<file path="config.mk">
export PLATFORM = sky130hd
export DESIGN_NAME = rws_scanner
export DESIGN_NICKNAME = d
export VERILOG_FILES = /design/src/rtl/rws_pkg.sv /design/src/rtl/rws_settle_timer.sv /design/src/rtl/rws_step_tally.sv /design/src/rtl/rws_tap_mux.sv /design/src/rtl/rws_scanner.sv
export SDC_FILE = /design/constraint.sdc
export NUM_CORES = 1
export LEC_CHECK = 0
export BUFFER_PORTS_ARGS = -buffer_cell sky130_fd_sc_hd__buf_4
export CORE_MARGIN = 5
export CORE_UTILIZATION = 45
export DETAILED_ROUTE_END_ITERATION = 6
export GPL_TIMING_DRIVEN = 0
export PLACE_DENSITY = 0.67
export SLEW_MARGIN = 30
export SYNTH_ARGS = -nofsm -noshare
export SYNTH_HDL_FRONTEND = slang
export SYNTH_SLANG_ARGS = --single-unit
</file>
<file path="constraint.sdc">
create_clock -name clk -period 2.7 [get_ports clk]
set_clock_uncertainty 0.1 [all_clocks]
set_input_delay 0.405 -clock clk [delete_from_list [all_inputs] [get_ports clk]]
set_output_delay 0.405 -clock clk [all_outputs]
set_load 0.02 [all_outputs]
</file>
<file path="src/rtl/rws_pkg.sv">
package rws_pkg;

  typedef enum logic [2:0] {
    S_IDLE,
    S_CLR,
    S_WAIT,
    S_CHECK,
    S_STEP,
    S_RET,
    S_WR
  } scan_state_t;

  typedef enum logic [1:0] {
    PH_RIGHT,
    PH_LEFT,
    PH_FINAL
  } phase_t;

  // Phase that follows the completed return walk of a sweep.
  function automatic phase_t next_phase(input phase_t p);
    return (p == PH_RIGHT) ? PH_LEFT : PH_FINAL;
  endfunction

  // True when the sweep in the given direction cannot move further.
  function automatic logic at_tap_limit(input logic up, input int pos, input int top);
    return up ? (pos >= top) : (pos == 0);
  endfunction

endpackage

</file>
<file path="src/rtl/rws_settle_timer.sv">
module rws_settle_timer #(
  parameter int W = 8
) (
  input  logic         clk,
  input  logic         rst,
  input  logic         load,
  input  logic [W-1:0] load_val,
  output logic         expired
);
  logic [W-1:0] cnt_q;

  always_ff @(posedge clk) begin
    if (rst)              cnt_q <= '0;
    else if (load)        cnt_q <= load_val;
    else if (cnt_q != '0) cnt_q <= cnt_q - 1'b1;
  end

  assign expired = (cnt_q == '0);
endmodule

</file>
<file path="src/rtl/rws_step_tally.sv">
module rws_step_tally #(
  parameter int W = 8
) (
  input  logic         clk,
  input  logic         rst,
  input  logic         clr,
  input  logic         up,
  input  logic         down,
  output logic [W-1:0] count
);
  always_ff @(posedge clk) begin
    if (rst || clr) count <= '0;
    else if (up)    count <= count + 1'b1;
    else if (down)  count <= count - 1'b1;
  end
endmodule

</file>
<file path="src/rtl/rws_tap_mux.sv">
module rws_tap_mux (
  input  logic busy,
  input  logic man_inc,
  input  logic man_dec,
  input  logic scan_inc,
  input  logic scan_dec,
  output logic tap_inc,
  output logic tap_dec
);
  always_comb begin
    if (busy) begin
      tap_inc = scan_inc;
      tap_dec = scan_dec;
    end else begin
      tap_inc = man_inc;
      tap_dec = man_dec;
    end
  end
endmodule

</file>
<file path="src/rtl/rws_scanner.sv">
module rws_scanner
  import rws_pkg::*;
#(
  parameter int NUM_LANES = 8,
  parameter int TAP_W     = 6,
  parameter int MARGIN_W  = 8,
  parameter int SETTLE_W  = 8,
  localparam int LANE_W   = (NUM_LANES > 1) ? $clog2(NUM_LANES) : 1
) (
  input  logic                clk,
  input  logic                rst,
  input  logic                start,
  input  logic [SETTLE_W-1:0] settle_cycles,
  input  logic                man_inc,
  input  logic                man_dec,
  input  logic [TAP_W-1:0]    tap_pos,
  input  logic                err_in,
  output logic                busy,
  output logic                tap_inc,
  output logic                tap_dec,
  output logic                err_clr,
  output logic [LANE_W-1:0]   lane_sel,
  output logic                res_we,
  output logic [LANE_W-1:0]   res_lane,
  output logic [MARGIN_W-1:0] res_left,
  output logic [MARGIN_W-1:0] res_right,
  output logic                res_left_unb,
  output logic                res_right_sat
);
  localparam int TAP_TOP = (1 << TAP_W) - 1;
  localparam logic [LANE_W-1:0] LAST_LANE = LANE_W'(NUM_LANES - 1);

  scan_state_t state_q, state_d;
  phase_t      phase_q, phase_d;
  logic        returning_q, returning_d;
  logic [LANE_W-1:0]   lane_q, lane_d;
  logic [MARGIN_W-1:0] steps;
  logic [MARGIN_W-1:0] left_q, right_q;
  logic        lunb_q, rsat_q;

  // Named internal events
  logic dir_up, settle_done, limit_now;
  logic edge_hit, limit_hit, sweep_end;
  logic scan_step, ret_step, ret_done;
  logic scan_inc, scan_dec, timer_load;

  assign dir_up     = (phase_q == PH_RIGHT);
  assign limit_now  = at_tap_limit(dir_up, int'(tap_pos), TAP_TOP);
  assign edge_hit   = (state_q == S_CHECK) && err_in;
  assign limit_hit  = (state_q == S_CHECK) && !err_in && limit_now;
  assign sweep_end  = edge_hit || limit_hit;
  assign scan_step  = (state_q == S_STEP);
  assign ret_step   = (state_q == S_RET) && (steps != '0);
  assign ret_done   = (state_q == S_RET) && (steps == '0);
  assign scan_inc   = (scan_step && dir_up) || (ret_step && !dir_up);
  assign scan_dec   = (scan_step && !dir_up) || (ret_step && dir_up);
  assign timer_load = (state_q == S_CLR) || scan_step || ret_step;

  rws_settle_timer #(.W(SETTLE_W)) u_timer (
    .clk      (clk),
    .rst      (rst),
    .load     (timer_load),
    .load_val (settle_cycles),
    .expired  (settle_done)
  );

  rws_step_tally #(.W(MARGIN_W)) u_tally (
    .clk   (clk),
    .rst   (rst),
    .clr   (state_q == S_CLR),
    .up    (scan_step),
    .down  (ret_step),
    .count (steps)
  );

  rws_tap_mux u_mux (
    .busy     (busy),
    .man_inc  (man_inc),
    .man_dec  (man_dec),
    .scan_inc (scan_inc),
    .scan_dec (scan_dec),
    .tap_inc  (tap_inc),
    .tap_dec  (tap_dec)
  );

  always_comb begin
    state_d     = state_q;
    phase_d     = phase_q;
    returning_d = returning_q;
    lane_d      = lane_q;
    unique case (state_q)
      S_IDLE: if (start) begin
        state_d     = S_CLR;
        phase_d     = PH_RIGHT;
        returning_d = 1'b0;
        lane_d      = '0;
      end
      S_CLR:  state_d = S_WAIT;
      S_WAIT: if (settle_done) begin
        if (returning_q)              state_d = S_RET;
        else if (phase_q == PH_FINAL) state_d = S_WR;
        else                          state_d = S_CHECK;
      end
      S_CHECK: if (sweep_end) begin
        state_d     = S_RET;
        returning_d = 1'b1;
      end else begin
        state_d = S_STEP;
      end
      S_STEP: state_d = S_WAIT;
      S_RET: if (ret_done) begin
        state_d     = S_CLR;
        returning_d = 1'b0;
        phase_d     = next_phase(phase_q);
      end else begin
        state_d = S_WAIT;
      end
      S_WR: if (lane_q == LAST_LANE) begin
        state_d = S_IDLE;
      end else begin
        state_d = S_CLR;
        lane_d  = lane_q + 1'b1;
        phase_d = PH_RIGHT;
      end
      default: state_d = S_IDLE;
    endcase
  end

  always_ff @(posedge clk) begin
    if (rst) begin
      state_q     <= S_IDLE;
      phase_q     <= PH_RIGHT;
      returning_q <= 1'b0;
      lane_q      <= '0;
    end else begin
      state_q     <= state_d;
      phase_q     <= phase_d;
      returning_q <= returning_d;
      lane_q      <= lane_d;
    end
  end

  always_ff @(posedge clk) begin
    if (rst) begin
      left_q  <= '0;
      right_q <= '0;
      lunb_q  <= 1'b0;
      rsat_q  <= 1'b0;
    end else if (sweep_end) begin
      if (dir_up) begin
        right_q <= steps;
        rsat_q  <= limit_hit;
      end else begin
        left_q  <= steps;
        lunb_q  <= limit_hit;
      end
    end
  end

  assign busy          = (state_q != S_IDLE) || start;
  assign err_clr       = (state_q == S_CLR);
  assign lane_sel      = lane_q;
  assign res_we        = (state_q == S_WR);
  assign res_lane      = lane_q;
  assign res_left      = left_q;
  assign res_right     = right_q;
  assign res_left_unb  = lunb_q;
  assign res_right_sat = rsat_q;
endmodule

</file>
* After elaboration in Yosys (flattened, before gate mapping) *
Index checks and enable logic that the tools add are counted.

storage, ports and cells
  register bits after elaboration = 43
  input bits = 20
  output and inout bits = 29
  word-level logic and storage cells = 94

cells by class
  add/sub/neg operators = 4
  order comparisons = 1
  equal/unequal tests = 13
  mux-type cells = 27
  bitwise operators = 1
  reductions and logical operators = 38

operators by type and width
  operator                                                                number
  8-bit 2-to-1 mux                                                        4
  3-bit 2-to-1 mux                                                        6
  3-bit case mux with 6 select lines                                      1
  8-bit logical NOT                                                       2
  8-bit nonzero test                                                      2
  8-bit by 1-bit subtractor with 8-bit output (second input constant)     2
  3-bit equality test (second input constant)                             4
  2-bit 2-to-1 mux                                                        5
  2-bit inequality test (second input constant)                           5
  1-bit logical AND                                                       9
  3-bit nonzero test                                                      3
  8-bit by 1-bit adder with 8-bit output (second input constant)          1
  1-bit 2-to-1 mux                                                        8
  4-bit AND reduction                                                     2
  1-bit logical OR                                                        7
  3-bit by 2-bit equality test with 1-bit output (second input constant)  2
  6-bit >= comparator (second input constant)                             1
  6-bit logical NOT                                                       1
  2-bit case mux with 3 select lines                                      1
  3-bit case mux with 2 select lines                                      1
  2-bit AND reduction                                                     3
  2-bit nonzero test                                                      3
  3-bit by 1-bit adder with 3-bit output (second input constant)          1
  3-bit by 1-bit equality test with 1-bit output (second input constant)  1
  8 further kinds                                                         9

* Depth between registers and ports, before layout *
  depth in word-level cells = 6
  depth in mapped cells = 7
  depth with buffers taken out = 7

* Hierarchy *
From an unflattened synthesis, not the netlist that was laid out.

second synthesis, totals
  cells, all modules = 283
  area total of the unflattened synthesis = 2,501.1 um^2

modules (own cells, without submodules)
  module            instances  cells each  area an instance (um^2)  seq. area each (um^2)
  rws_scanner       1          157         1,416.4                  540.5
  rws_step_tally    1          71          586.8                    160.2
  rws_settle_timer  1          53          475.5                    160.2
  rws_tap_mux       1          2           22.5                     0.0

* Worst setup path after synthesis *
No wires, ideal clock.

  kind = register to register
  start = register state_q[2]
  end = register u_tally.count[6]
  library setup time = 0.070 ns
  data arrival time = 2.252 ns
  required time = 2.530 ns
  setup slack = 0.278 ns
  cell stages (with the launch flop) = 8
  buffers on the path = 0
  period minus slack after synthesis = 2.422 ns
  path through = dfxtp_1 > nor3b_1 > inv_1 > fa_1 > a211o_1 > a2111oi_0 > o31ai_1 > a21oi_1

between the ends
  word-level cells in the longest chain between the ends = 3
  elaborated cells on any way between the ends = 7
  classes of those cells = 3 x eq/ne; 1 x mux; 3 x reduce/logical

ends and longest elaborated chain
  element                              line                  RTL
  start, declared                      rws_scanner.sv:33     scan_state_t state_q, state_d;
  start signal, assigned               rws_scanner.sv:136    state_q <= state_d;
  3-bit equality test                  rws_scanner.sv:53     assign ret_step = (state_q == S_RET) && (steps != '0);
  1-bit logical AND                    rws_scanner.sv:53
  2-bit nonzero test (no source line)  n/a
  end signal, assigned                 rws_step_tally.sv:13  else if (up) count <= count + 1'b1;
  end signal, assigned                 rws_step_tally.sv:14  else if (down) count <= count - 1'b1;
  end, declared                        rws_step_tally.sv:9   output logic [W-1:0] count

Parallel ways exist; a longest one is shown, timed or not.
A chain may end at the register's enable or synchronous reset.

* Worst setup path after layout *
Ends and elaborated chain as after synthesis.

==> impl_metrics.tcl <==
set metrics [dict create \
    status "finished, final reports clean" \
    ioPinCount 49 \
    cp_max_fo 11 \
    core_area_mm2 0.005540 \
    synth_ff_type "dfxtp_1" \
    numCtsBuffers 5 \
    endpoint_kind "flip-flop" \
    cts_buffer_depth 2 \
    cp_slowest_cell "fa_1" \
    min_period_ns 2.522 \
    reg2reg_depth 7 \
    area.growth.synth_to_final_pct 23.42 \
    post_cts.repair.setup_buffers 0 \
    maxCapViolCount 0 \
    worstMarginPinSlew_ns 0.7189 \
    design_area_mm2 0.003172 \
    die_w_um 85.57 \
    postSynthCellCount 297 \
    drt-pass1-iter-count 4 \
    dieArea_mm2 0.007322 \
    hold_viol 0 \
    place_area_mm2 0.003020 \
    wire_per_inst_um 15.28 \
    rr_endpoint "u_tally.count[6]" \
    ir_worst_vdd_uv 462.3 \
    p_leak_nw 1.261 \
    max_freq_mhz 396.6 \
    insertion_delay_ns 0.30 \
    io_buffers 48 \
    grt_max_degree 14 \
    grt-ovfl-total 0 \
    cp_data_required_time_ns 2.83 \
    maxSlewHeadroom_pct 51.75 \
    diodes 0 \
    fin_nets 383 \
    antenna_found_initial 0 \
    cp.arrival_ns 2.66 \
    holdCritPathClass "input pin to flip-flop" \
    r2r_setup_slack_ns 0.18 \
    via_per_inst 5.769 \
    critPathKind "flip-flop to flip-flop" \
    htree_levels 2 \
    syn-num-nets 328 \
    clkTransAtPathRegs_ns 0.08 \
    seq_area_frac_synth_pct 33.50 \
    synth_edf_count 0 \
    crit_chain "nor3b_4, inv_2, fa_1, a211o_1, a2111oi_1, o31ai_1, a21oi_1" \
    cts_tree "done" \
    cts_sinks 43 \
    start_util_pct 46.39 \
    syn_avg_cell_area_um2 8.653 \
    dp_hpwl_um 4978 \
    drive_gt1_share_pct 24.93 \
    chipHeight_um 85.57 \
    wl_um 6495 \
    route.detailed.drc 0 \
    grt_use_total_pct 17.95 \
    worst_hold_path.endpoint "res_left_unb" \
    ant_nets 0 \
    tns_ns 0 \
    finalSetupViolCount 0 \
    yosysWarnings 0 \
    synth.cell_area_mm2 0.002570 \
    grt_pass1_vias 2301 \
    rr_startpoint "state_q[2]" \
    async_flop_share_pct 0 \
    power_density_mw_per_mm2 634.0 \
    drtIter0Drc 142 \
    hold_depth 2 \
    period_share_pct 93.39 \
    cp-start-kind "flip-flop" \
    rsz0062_at_grt "false" \
    cts_root_buf "clkbuf_8" \
    routabilityCongestion 0.8099 \
    crit_path_max_incr_delay_ns 0.45 \
    ys_types 69 \
    hold_start "err_in" \
    grt_pass1_wl_um 10780 \
    num_rows 27 \
    ys_ff_latch 43 \
    vias 2452 \
    slew_violations 0 \
]
==> stage by stage <==
stage	setup WS, ns	utilization (%)	total power [mW]	hold slack [ns]	std cells
final	0.1784	57.25	2.011	0.2154	425
after global routing	0.02448	57.25	2.131	0.2072	425
after CTS	0.07745	57.00	2.021	0.2066	425
after detailed placement	-0.2239	54.52	1.425	0.3718	417
after global placement	-0.1213	54.52	1.415	0.3686	417
after floorplan	0.2777	-	1.277	0.3930	297
==> final cells by class <==
type	count	area [um2]
fillers	536	2369
multi-input cells	231	1615
flip-flops and latches	43	860.8
repair buffers	48	360.3
well taps	72	90.09
plain buffers	13	75.07
clock buffers	6	72.57
clock inverters	2	60.06
inverters	10	37.54
==> sequential cells by signal, summed over array words and instances (netlist names) <==
signal         count
res_left_unb       1
u_tally.count      8
res_right          8
state_q            3
u_timer.cnt_q      8
phase_q            2
lane_sel           3
returning_q        1
res_right_sat      1
res_left           8
==> layer usage <==
layer	global-route usage (%)	up-vias	routed length [um]
met2	28.81	55	3116
met5	0	-	0
met3	4.131	8	319
met1	23.73	1155	2971
met4	6.043	0	88
li1	-	1234	-
==> worst max path at each step <==
stage,start,end,slack [ns]
6_report,state_q[2],u_tally.count[6],0.18
2_1_floorplan,state_q[2],u_tally.count[6],0.28
5_1_grt,state_q[2],u_tally.count[6],0.02
3_3_place_gp,state_q[2],u_tally.count[6],-0.12
4_1_cts,state_q[2],u_tally.count[6],0.08
3_5_place_dp,state_q[2],u_tally.count[6],-0.22
==> cells in the final DEF (no fill, tap or decap), types with 2 or more instances in the layout <==
cell / synthesis / routed
buf_4: 4 / 52
dfxtp_1: 43 / 43
a21oi_1: 34 / 34
o21ai_0: 20 / 20
nand3_1: 20 / 20
nor2_1: 17 / 17
nand2_1: 16 / 16
a211oi_1: 10 / 10
ha_1: 10 / 10
inv_1: 10 / 9
nor3_1: 8 / 8
mux2i_1: 8 / 8
clkbuf_1: 5 / 6
nor2_2: 5 / 5
clkbuf_8: 0 / 5
nor3b_1: 5 / 4
o21a_1: 4 / 4
buf_2: 3 / 3
and3b_1: 3 / 3
o211ai_1: 3 / 3
nand2b_1: 3 / 3
nand3b_1: 3 / 3
xnor2_1: 3 / 3
nor4_4: 2 / 2
a22oi_1: 2 / 2
and2_1: 2 / 2
a211oi_2: 2 / 2
or3_1: 2 / 2
xor2_1: 2 / 2
o211a_1: 2 / 2
o31ai_1: 2 / 2
nor4b_1: 2 / 2
o21ai_1: 2 / 2
a21o_1: 2 / 2
o22ai_1: 2 / 2
bufinv_16: 0 / 2
==> power by group <==
group	switching (mW)	leakage [nW]	internal [mW]	total (mW)
Clock	0.222	0.0654	0.370	0.592
Combinational	0.356	0.847	0.291	0.647
Sequential	0.0763	0.349	0.695	0.772
==> synthesized netlist by cell type (3+ instances only) <==
| master | instances | area [um2] |
|---|---|---|
| dfxtp_1 | 43 | 860.8 |
| a21oi_1 | 34 | 170.2 |
| nand3_1 | 20 | 100.1 |
| o21ai_0 | 20 | 100.1 |
| nor2_1 | 17 | 63.81 |
| nand2_1 | 16 | 60.06 |
| a211oi_1 | 10 | 75.07 |
| ha_1 | 10 | 125.1 |
| inv_1 | 10 | 37.54 |
| mux2i_1 | 8 | 80.08 |
| nor3_1 | 8 | 40.04 |
| clkbuf_1 | 5 | 18.77 |
| nor2_2 | 5 | 31.28 |
| nor3b_1 | 5 | 37.54 |
| buf_4 | 4 | 30.03 |
| o21a_1 | 4 | 30.03 |
| and3b_1 | 3 | 26.28 |
| buf_2 | 3 | 15.01 |
| nand2b_1 | 3 | 18.77 |
| nand3b_1 | 3 | 22.52 |
| o211ai_1 | 3 | 22.52 |
| xnor2_1 | 3 | 26.28 |
==> timing repair <==
action | 4_1_cts | 5_1_grt
gates resized for setup | 2 | 3
hold buffers | 0 | 0
setup endpoints to repair | 1 | 2
==> worst max-delay path: cells and delay by family, from the launching register on <==
| kind | cells | cell delay [ns] |
|---|---|---|
| AND/OR/NAND/NOR | 1 | 0.32 |
| adder cells (fa/ha/maj) | 1 | 0.45 |
| AO/OA/AOI/OAI | 4 | 1.02 |
| buffers and inverters | 1 | 0.17 |
| flip-flops | 1 | 0.40 |
==> logic make-up after synthesis <==
family / Yosys count / share of synthesized area, %
flip-flops: 43 / 33.50
AND/OR/NAND/NOR: 103 / 23.66
XOR/XNOR: 5 / 1.704
multiplexers: 8 / 3.116
AO/OA/AOI/OAI: 104 / 27.99
adder cells (fa/ha/maj): 11 / 5.648
buffers and inverters: 23 / 4.382
No activity file was read; power rests on OpenSTA's default activity.
